==> src/rtl/timer_pkg.sv <==
// Package: shared register indices for the dual interval timer.
// Assumes a four-bit index window; unlisted indices are unmapped.
package timer_pkg;
    typedef enum logic [3:0] {
        IDX_A_CNT_LO = 4'd4,
        IDX_A_CNT_HI = 4'd5,
        IDX_A_LAT_LO = 4'd6,
        IDX_A_LAT_HI = 4'd7,
        IDX_B_CNT_LO = 4'd8,
        IDX_B_CNT_HI = 4'd9
    } reg_idx_e;
endpackage

==> src/rtl/tick_prescaler.sv <==
// Module: divides the system clock into a one-cycle count enable.
// Assumes DIV >= 2; the tick is high when the divider sits at DIV-1.
module tick_prescaler #(
    parameter int DIV = 6
) (
    input  logic clk,
    input  logic rst_n,
    output logic tick
);
    localparam int CW = (DIV > 2) ? $clog2(DIV) : 1;
    localparam logic [CW-1:0] LAST = CW'(DIV - 1);

    logic [CW-1:0] div_q;

    // Purpose: step the divider and wrap after its last value.
    always_ff @(posedge clk) begin
        if (!rst_n)             div_q <= '0;
        else if (div_q == LAST) div_q <= '0;
        else                    div_q <= div_q + 1'b1;
    end

    assign tick = (div_q == LAST);

    generate
        if (DIV > 1) begin : g_spacing
            // a tick is never followed directly by another
            assert_tick_spacing_R12: assert property (@(posedge clk) disable iff (!rst_n)
                tick |=> !tick);
        end
    endgenerate
endmodule

==> src/rtl/reload_counter.sv <==
// Module: counter A. A 16-bit down-counter with a 16-bit reload latch.
// Counts latch..0, then 0xFFFF, then reloads: period latch+2 ticks.
// Assumes a bus write and a tick may coincide; the load wins.
module reload_counter #(
    parameter int W = 16
) (
    input  logic         clk,
    input  logic         rst_n,
    input  logic         tick,
    input  logic         wr_lat_lo,
    input  logic         wr_lat_hi_load,
    input  logic         wr_lat_hi_only,
    input  logic [7:0]   wdata,
    input  logic         cont_mode,
    output logic [W-1:0] count,
    output logic [W-1:0] latch,
    output logic         set_pulse
);
    localparam logic [W-1:0] ALL1 = '1;

    logic [W-1:0] nxt;

    // Purpose: choose the next counter value from load, reload or decrement.
    always_comb begin
        nxt = count;
        if (wr_lat_hi_load)    nxt = {wdata, latch[7:0]};
        else if (tick)         nxt = (count == ALL1) ? latch : count - 1'b1;
    end

    // Purpose: hold the latch bytes and the running count.
    always_ff @(posedge clk) begin
        if (!rst_n) begin
            latch <= ALL1;
            count <= ALL1;
        end else begin
            if (wr_lat_lo)                        latch[7:0]   <= wdata;
            if (wr_lat_hi_load || wr_lat_hi_only) latch[W-1:8] <= wdata;
            count <= nxt;
        end
    end

    // Purpose: flag a tick that lands the count on zero in continuous mode.
    always_ff @(posedge clk) begin
        if (!rst_n) set_pulse <= 1'b0;
        else        set_pulse <= cont_mode && tick && !wr_lat_hi_load && (nxt == '0);
    end

    // the loading high write places the full latch in the counter
    assert_load_R4: assert property (@(posedge clk) disable iff (!rst_n)
        wr_lat_hi_load |=> count == {$past(wdata), $past(latch[7:0])});
    // the plain high write leaves the count alone
    assert_no_reload_R5: assert property (@(posedge clk) disable iff (!rst_n)
        (wr_lat_hi_only && !tick) |=> $stable(count));
    // passing 0xFFFF brings back the latch
    assert_reload_R6: assert property (@(posedge clk) disable iff (!rst_n)
        (tick && !wr_lat_hi_load && count == ALL1) |=> count == $past(latch));
    // no set request outside continuous mode
    assert_quiet_R8: assert property (@(posedge clk) disable iff (!rst_n)
        !cont_mode |=> !set_pulse);
endmodule

==> src/rtl/oneshot_counter.sv <==
// Module: counter B. A 16-bit down-counter loaded from a byte pair.
// Wraps freely; signals its first zero after each load.
// Assumes a load and a tick may coincide; the load wins.
module oneshot_counter #(
    parameter int W = 16
) (
    input  logic         clk,
    input  logic         rst_n,
    input  logic         tick,
    input  logic         wr_lo,
    input  logic         wr_hi,
    input  logic [7:0]   wdata,
    output logic [W-1:0] count,
    output logic         set_pulse
);
    logic [7:0]   lo_q;
    logic         armed;
    logic [W-1:0] nxt;
    logic         fire;

    // Purpose: choose the next counter value from the two loads or a decrement.
    always_comb begin
        nxt = count;
        if (wr_lo)      nxt = {{(W-8){1'b0}}, wdata};
        else if (wr_hi) nxt = {wdata, lo_q};
        else if (tick)  nxt = count - 1'b1;
    end

    assign fire = armed && tick && !wr_lo && !wr_hi && (nxt == '0);

    // Purpose: hold the stored low byte, the count and the one-shot arm bit.
    always_ff @(posedge clk) begin
        if (!rst_n) begin
            lo_q      <= '0;
            count     <= '1;
            armed     <= 1'b0;
            set_pulse <= 1'b0;
        end else begin
            if (wr_lo) lo_q <= wdata;
            count     <= nxt;
            set_pulse <= fire;
            if (wr_lo || wr_hi) armed <= 1'b1;
            else if (fire)      armed <= 1'b0;
        end
    end

    // the high write joins the data with the stored low byte
    assert_hi_load_R10: assert property (@(posedge clk) disable iff (!rst_n)
        wr_hi && !wr_lo |=> count == {$past(wdata), $past(lo_q)});
    // zero wraps to all ones with no reload
    assert_wrap_R11: assert property (@(posedge clk) disable iff (!rst_n)
        (tick && !wr_lo && !wr_hi && count == '0) |=> count == '1);
    // one pulse per load
    assert_single_R11: assert property (@(posedge clk) disable iff (!rst_n)
        set_pulse |-> !armed || $past(wr_lo || wr_hi));
endmodule

==> src/rtl/dual_interval_timer.sv <==
// Module: top of the dual interval timer. Decodes the byte register window,
// steers writes to the two counters, muxes read data and drives the
// flag set and clear requests. Assumes one access per cycle.
module dual_interval_timer #(
    parameter int ADDR_W   = 13,
    parameter int TICK_DIV = 6
) (
    input  logic              clk,
    input  logic              rst_n,
    input  logic [ADDR_W-1:0] bus_addr,
    input  logic              bus_wr,
    input  logic              bus_rd,
    input  logic [7:0]        bus_wdata,
    output logic [7:0]        bus_rdata,
    input  logic [1:0]        t1_mode,
    output logic              tick,
    output logic              t1_set,
    output logic              t1_clr,
    output logic              t2_set,
    output logic              t2_clr
);
    import timer_pkg::*;

    localparam int CNT_W   = 16;
    localparam int IDX_LSB = ADDR_W - 4;

    logic [3:0]       idx;
    logic             addr_unused;
    logic [CNT_W-1:0] a_count, a_latch, b_count;
    logic             w_a_lo, w_a_hi_ld, w_a_hi, w_b_lo, w_b_hi;

    assign idx         = bus_addr[ADDR_W-1:IDX_LSB];
    assign addr_unused = ^bus_addr[IDX_LSB-1:0];

    assign w_a_lo    = bus_wr && (idx == IDX_A_CNT_LO || idx == IDX_A_LAT_LO);
    assign w_a_hi_ld = bus_wr && (idx == IDX_A_CNT_HI);
    assign w_a_hi    = bus_wr && (idx == IDX_A_LAT_HI);
    assign w_b_lo    = bus_wr && (idx == IDX_B_CNT_LO);
    assign w_b_hi    = bus_wr && (idx == IDX_B_CNT_HI);

    assign t1_clr = w_a_hi_ld || w_a_hi || (bus_rd && idx == IDX_A_CNT_LO);
    assign t2_clr = bus_rd && (idx == IDX_B_CNT_LO);

    tick_prescaler #(.DIV(TICK_DIV)) u_presc (
        .clk(clk), .rst_n(rst_n), .tick(tick)
    );

    reload_counter #(.W(CNT_W)) u_cnt_a (
        .clk(clk), .rst_n(rst_n), .tick(tick),
        .wr_lat_lo(w_a_lo), .wr_lat_hi_load(w_a_hi_ld), .wr_lat_hi_only(w_a_hi),
        .wdata(bus_wdata), .cont_mode(t1_mode == 2'b01),
        .count(a_count), .latch(a_latch), .set_pulse(t1_set)
    );

    oneshot_counter #(.W(CNT_W)) u_cnt_b (
        .clk(clk), .rst_n(rst_n), .tick(tick),
        .wr_lo(w_b_lo), .wr_hi(w_b_hi), .wdata(bus_wdata),
        .count(b_count), .set_pulse(t2_set)
    );

    // Purpose: return the byte of the indexed register, zero when unmapped.
    always_comb begin
        case (idx)
            IDX_A_CNT_LO: bus_rdata = a_count[7:0];
            IDX_A_CNT_HI: bus_rdata = a_count[15:8];
            IDX_A_LAT_LO: bus_rdata = a_latch[7:0];
            IDX_A_LAT_HI: bus_rdata = a_latch[15:8];
            IDX_B_CNT_LO: bus_rdata = b_count[7:0];
            IDX_B_CNT_HI: bus_rdata = b_count[15:8];
            default:      bus_rdata = 8'h00;
        endcase
    end

    // a low-byte latch write never disturbs the count
    assert_lat_lo_R3: assert property (@(posedge clk) disable iff (!rst_n)
        (w_a_lo && !tick) |=> $stable(a_count));
    // the two clear requests come from different accesses
    assert_clr_excl_R9: assert property (@(posedge clk) disable iff (!rst_n)
        !(t1_clr && t2_clr));
endmodule

==> config.mk <==
export PLATFORM = sky130hd
export DESIGN_NAME = dual_interval_timer
export DESIGN_NICKNAME = d
export VERILOG_FILES = /design/src/rtl/timer_pkg.sv /design/src/rtl/tick_prescaler.sv /design/src/rtl/reload_counter.sv /design/src/rtl/oneshot_counter.sv /design/src/rtl/dual_interval_timer.sv
export SDC_FILE = /design/constraint.sdc
export NUM_CORES = 1
export LEC_CHECK = 0
export BUFFER_PORTS_ARGS = -buffer_cell sky130_fd_sc_hd__buf_2
export CORE_ASPECT_RATIO = 1.2
export CORE_UTILIZATION = 35
export DETAILED_ROUTE_END_ITERATION = 16
export PLACE_DENSITY = 0.5
export SLEW_MARGIN = 20
export SYNTH_ARGS = -nofsm -noshare
export SYNTH_HDL_FRONTEND = slang
export SYNTH_SLANG_ARGS = --single-unit
==> constraint.sdc <==
create_clock -name clk -period 3.6 [get_ports clk]
set_input_delay 0.54 -clock clk [delete_from_list [all_inputs] [get_ports clk]]
set_output_delay 0.54 -clock clk [all_outputs]
set_load 0.01 [all_outputs]
=== Word-level counts from Yosys, hierarchy flattened ===
Index checks and enable logic that the tools add are counted.

* Bits in registers: 62
* Bits of input ports: 27

* Add/sub/neg operators: 3
* Equality and inequality tests: 9
* Multiplexer cells: 9
* Bitwise operators: 1
* Reductions and logical operators: 25

{| class="wikitable"
|+ Operator list
! kind !! count
|-
| $mux W16 || 6
|-
| $pmux W8 S6 || 1
|-
| $logic_not A16 Y1 || 2
|-
| $sub A16 B1 Y16 const B || 2
|-
| $eq A16 B16 Y1 const B || 1
|-
| $eq A4 B3 Y1 const B || 4
|-
| $logic_and A1 B1 Y1 || 14
|-
| $eq A4 B4 Y1 const B || 2
|-
| $logic_or A1 B1 Y1 || 4
|-
| $add A3 B1 Y3 const B || 1
|-
| $eq A3 B3 Y1 const B || 1
|-
| $logic_not A1 Y1 || 3
|-
| $eq A2 B1 Y1 const B || 1
|-
| $mux W1 || 2
|-
| $reduce_bool A2 Y1 || 1
|-
| $reduce_or A2 Y1 || 1
|-
| $not A1 Y1 || 1
|}

=== Logic depth before layout (Yosys ltp) ===
* Word-level depth: 8
* Mapped depth: 11

=== Hierarchy ===
Synthesis repeated with hierarchy kept, for this count alone.

* Cell total of the unflattened synthesis: 469
* Area, all modules: 3866.2 um2

{| class="wikitable"
|+ Modules (own cells, without submodules)
! module !! times used !! cells each !! area each (um2)
|-
| reload_counter || 1 || 221 || 1770.4
|-
| oneshot_counter || 1 || 181 || 1502.7
|-
| dual_interval_timer || 1 || 54 || 452.9
|-
| tick_prescaler || 1 || 13 || 140.1
|}

=== Least setup slack after synthesis ===
Ideal clock, no wire load.

* Path kind: register -> register
* From: reg u_presc.div_q[0]
* To: reg u_cnt_b.set_pulse
* Library setup time: 96 ps
* Arrival time: 2442 ps
* Data required time: 3504 ps
* Setup slack: 1062 ps
* Stages on the path, launching flop included: 10
* Path buffers: 1
* Cells stage by stage: dfxtp_1 ha_1 nor4bb_1 clkbuf_1 nand2_1 or4_1 xnor2_1 a2111oi_0 nand4b_1 nor4b_1

* Word-level cells in the longest chain between the ends: 6
* Elaborated cells between the ends (all ways): 9
* Classes of those cells: eq/ne: 1; mux: 3; reduce/logical: 5

{| class="wikitable"
|+ Ends and longest elaborated chain
! element !! RTL line !! RTL
|-
| from (decl) || tick_prescaler.sv:13 || <nowiki>logic [CW-1:0] div_q;</nowiki>
|-
| from (signal assigned) || tick_prescaler.sv:19 || <nowiki>else div_q <= div_q + 1'b1;</nowiki>
|-
| $eq A3 B3 Y1 (*) || tick_prescaler.sv:22 || <nowiki>assign tick = (div_q == LAST);</nowiki>
|-
| $mux W16 || oneshot_counter.sv:26 || <nowiki>else if (tick) nxt = count - 1'b1;</nowiki>
|-
| $mux W16 || oneshot_counter.sv:25 || <nowiki>else if (wr_hi) nxt = {wdata, lo_q};</nowiki>
|-
| $mux W16 || oneshot_counter.sv:24 || <nowiki>if (wr_lo) nxt = {{(W-8){1'b0}}, wdata};</nowiki>
|-
| $logic_not A16 Y1 || oneshot_counter.sv:29 || <nowiki>assign fire = armed && tick && !wr_lo && !wr_hi && (nxt == '0);</nowiki>
|-
| $logic_and A1 B1 Y1 (*) || oneshot_counter.sv:29 ||
|-
| to (signal assigned) || oneshot_counter.sv:41 || <nowiki>set_pulse <= fire;</nowiki>
|-
| to (decl) || oneshot_counter.sv:14 || <nowiki>output logic set_pulse</nowiki>
|}

Every way passes the cells marked *; elsewhere a longest branch is shown, timed or not.
A chain may end at the register's enable or synchronous reset.

=== Final worst setup path ===
Ends and elaborated chain as after synthesis.

==> flow_summary_export.csv <==
group,metric,value,unit
status,status,"finished clean",
floorplan,dieArea,0.0111,mm^2
floorplan,core,0.0105,mm^2
clocking,worstSkewPairLatency,0.34,ns
timing,drv_slew,0,
timing,slew_headroom,49.0,%
finish,nets,548,
synth,synth.net_count,529,
clocking,cts.sinks,62,
critical_path,crit_required,3.84,ns
critical_path,ff2ff_setup_slack,0.70,ns
critical_path,worstRegToRegCells,10,
timing,max_freq,345,MHz
route,firstDrtPassIters,7,
critical_path,startpoint_type,"flip-flop",
synth,synthCells,497,
finish,fill_cells,1111,
critical_path,cp.arrival,3.14,ns
clocking,cts_buffer_depth,2,
route,via_per_inst,5.83,
synth,yosysTopAreaCellShare,33.2,%
finish,multi_input_comb_area,0.00232,mm^2
placement,dp_hpwl,9.10,mm
finish,layoutNonFillerInstCount,650,
synth,ys_async_sr_fraction,0,%
critical_path,crit_type,"flip-flop to flip-flop",
min_path,holdCritPathClass,"flip-flop to flip-flop",
synth,synth_edf_count,0,
grt,grt_pass1_vias,3691,
route,routed_wl,12.7,mm
critical_path,regToRegEndpoint,"u_cnt_b.set_pulse",
grt,grt_max_degree,48,
critical_path,crit_top_cell,"buf_4",
route,vias,3790,
floorplan,pin_count,40,
route,post_drt_wl_per_cell,19.5,um
synth,syn_area,0.00374,mm^2
floorplan,rows,41,
timing,finalSetupViolCount,0,
finish,seq_area,0.00124,mm^2
pwr,p_leak,1.77,nW
synth,ys_types,66,
min_path,hold_path_end,"u_presc.div_q[0]",
synth,syn-mean-instance-area,7.53,um^2
synth,synth.most_common_cell,"nand2_1",
critical_path,slowest_stage,"or4_1",
synth,synth_area_leaders,"dfxtp_1 33%, nand2_1 9.1%, a21oi_1 4.9%",
pwr,vdd_ir_drop_max,0.212,mV
pwr,total_power,0.00197,W
floorplan,chipWidth,96.4,um
clocking,cts_inserted_buffers,9,
timing,hold_violations,0,
finish,area_growth,16.3,%
grt,overflow,0,
clocking,clk_root_buffer_cell,"clkbuf_16",
synth,synth_seq_area_share,33.2,%
placement,port_buffers,30,
critical_path,slowest_delay,0.45,ns
route,antenna_left,0,
timing,fin_crit_sh,80.6,%
critical_path,path_max_fanout,8,
placement,place_congestion,0.872,
synth,synthFlopType,"dfxtp_1",
synth,yosysTopAreaCell,"dfxtp_1",
clocking,postCtsResizedCells,0,
pwr,power_density,452,mW/mm^2
critical_path,endpoint_kind,"flip-flop",
timing,period_needed,2.90,ns
placement,dp.cells,634,
run,drv_cap,0,
timing,fin_skew,0.0118,ns
timing,rsz0062_at_grt,"no",
clocking,path_clk_slew,0.05,ns
min_path,hp-start,"u_presc.div_q[0]",
placement,post_dp_cell_area,0.00402,mm^2
finish,drive_above_1_share,14.0,%
route,drt_drc_violations_left,0,
grt,grt_use_total,24.9,%
clocking,cts_tree,"done",
synth,ys_top_cells_by_count,"91 x nand2_1, 62 x dfxtp_1, 37 x a21oi_1",
finish,diodes,0,
grt,antenna_found_initial,0,
floorplan,chipHeight,115,um
synth,ys_ff_latch,62,
floorplan,initial_utilization,35.8,%
route,dr.first_iter.drc_count,274,
clocking,postCtsSetupBuffers,0,
min_path,hold_depth,1,
critical_path,crit_chain,"ha_1 > nor4bb_1 > buf_4 > nand2_1 > or4_1 > xnor2_1 > a2111oi_0 > buf_4 > nand4b_1 > nor4b_1",
clocking,cts.hold.buffers_added,0,
grt,grt_pass1_wl,20.3,mm
critical_path,timing.rr.start,"u_presc.div_q[0]",
clocking,cts_max_level,3,
timing,tns,0,ns
synth,synth-warning-count,0,
timing,worst_pin_slew,0.746,ns
finish,fin_area,0.00435,mm^2
[kinds of logic after synthesis]
logic type | after synthesis | synth area share, %
compound gates | 121 | 21.1
xor+xnor | 18 | 4.21
fa+ha+maj | 5 | 1.67
buf+inv | 45 | 4.81
flops | 62 | 33.2
mux | 14 | 3.98
simple gates | 232 | 31.1
[worst max path at each step]
stage                      from           endpoint  slack, ns  depth (start not counted)
2_1_floorplan  u_presc.div_q[0]  u_cnt_b.set_pulse       1.06                          9
3_3_place_gp       bus_addr[10]  u_cnt_a.set_pulse       0.71                          9
3_5_place_dp       bus_addr[10]  u_cnt_a.set_pulse       0.65                          9
4_1_cts        u_presc.div_q[0]  u_cnt_b.set_pulse       0.65                         10
5_1_grt        u_presc.div_q[0]  u_cnt_b.set_pulse       0.38                         10
6_report       u_presc.div_q[0]  u_cnt_b.set_pulse       0.70                         10
[per-stage QoR]
step,setup slack (ns),hold slack (ns),utilization (%)
floorplan,1.06,0.421,-
global placement,0.713,0.430,38.4
detailed placement,0.648,0.442,38.4
CTS,0.645,0.454,41.6
global route,0.381,0.482,41.6
finish,0.699,0.447,41.6
[final cells by class]
type / instances / share of cell area [%]
Clock buffer: 13 / 6.21
Clock inverter: 3 / 1.50
Inverter: 8 / 0.690
Multi-Input combinational cell: 390 / 53.3
Sequential cell: 62 / 28.5
Tap cell: 129 / 3.71
Timing Repair Buffer: 45 / 6.04
[layout by cell type (no fill, tap or decap), types with 3 or more instances in the layout]
cell	netlist	layout
nand3_1	34	34
a22oi_1	16	16
buf_2	6	30
dfxtp_1	62	62
xor2_1	6	6
nor3_1	14	14
o21ai_0	9	9
nand2b_1	7	7
xnor2_1	12	12
buf_4	1	15
nor4_1	6	6
inv_1	7	7
and2_1	6	6
o21ai_1	7	7
a21oi_1	37	37
nand2_1	91	91
nand3b_1	3	3
ha_1	5	5
a21o_1	9	9
clkbuf_16	0	9
mux2i_1	7	7
or4_1	6	6
nand4_1	5	5
clkbuf_8	0	3
mux2_2	6	6
and3_1	3	3
nor2b_1	6	6
or3_1	3	3
nor2_1	30	30
o22ai_1	10	10
nor3b_1	4	4
o211ai_1	4	4
a31oi_1	7	7
[where the power goes]
| part | total (W) | switching, W | internal, W |
|---|---|---|---|
| Clock | 0.000978 | 0.000316 | 0.000662 |
| Sequential | 0.000743 | 0.0000334 | 0.000710 |
| Combinational | 0.000244 | 0.000148 | 0.0000964 |
| Total | 0.00197 | 0.000498 | 0.00147 |
[flip-flops by register name, summed over array words and instances (netlist names)]
signal / cells
u_cnt_a.latch: 16
u_cnt_b.count: 16
u_presc.div_q: 3
u_cnt_b.set_pulse: 1
u_cnt_b.armed: 1
u_cnt_a.count: 16
u_cnt_b.lo_q: 8
u_cnt_a.set_pulse: 1
[worst max-delay path: cells and delay by family (launching register included)]
kind                     cells  cell delay (ns)
adder cells (fa/ha/maj)      1             0.20
AO/OA/AOI/OAI                1             0.37
buffers and inverters        2             0.42
AND/OR/NAND/NOR              5             1.28
XOR/XNOR                     1             0.17
flip-flops                   1             0.35
[metal layers]
layer / GRT usage, % / part of all wire [%] / vias to the layer above
li1: - / - / 1835
met1: 31.2 / 43 / 1792
met4: 11.8 / 4.1 / 0
met2: 40.0 / 47 / 128
met3: 5.69 / 5.8 / 35
met5: 0 / 0 / -
Note: power is estimated with default switching activity, not from simulation.
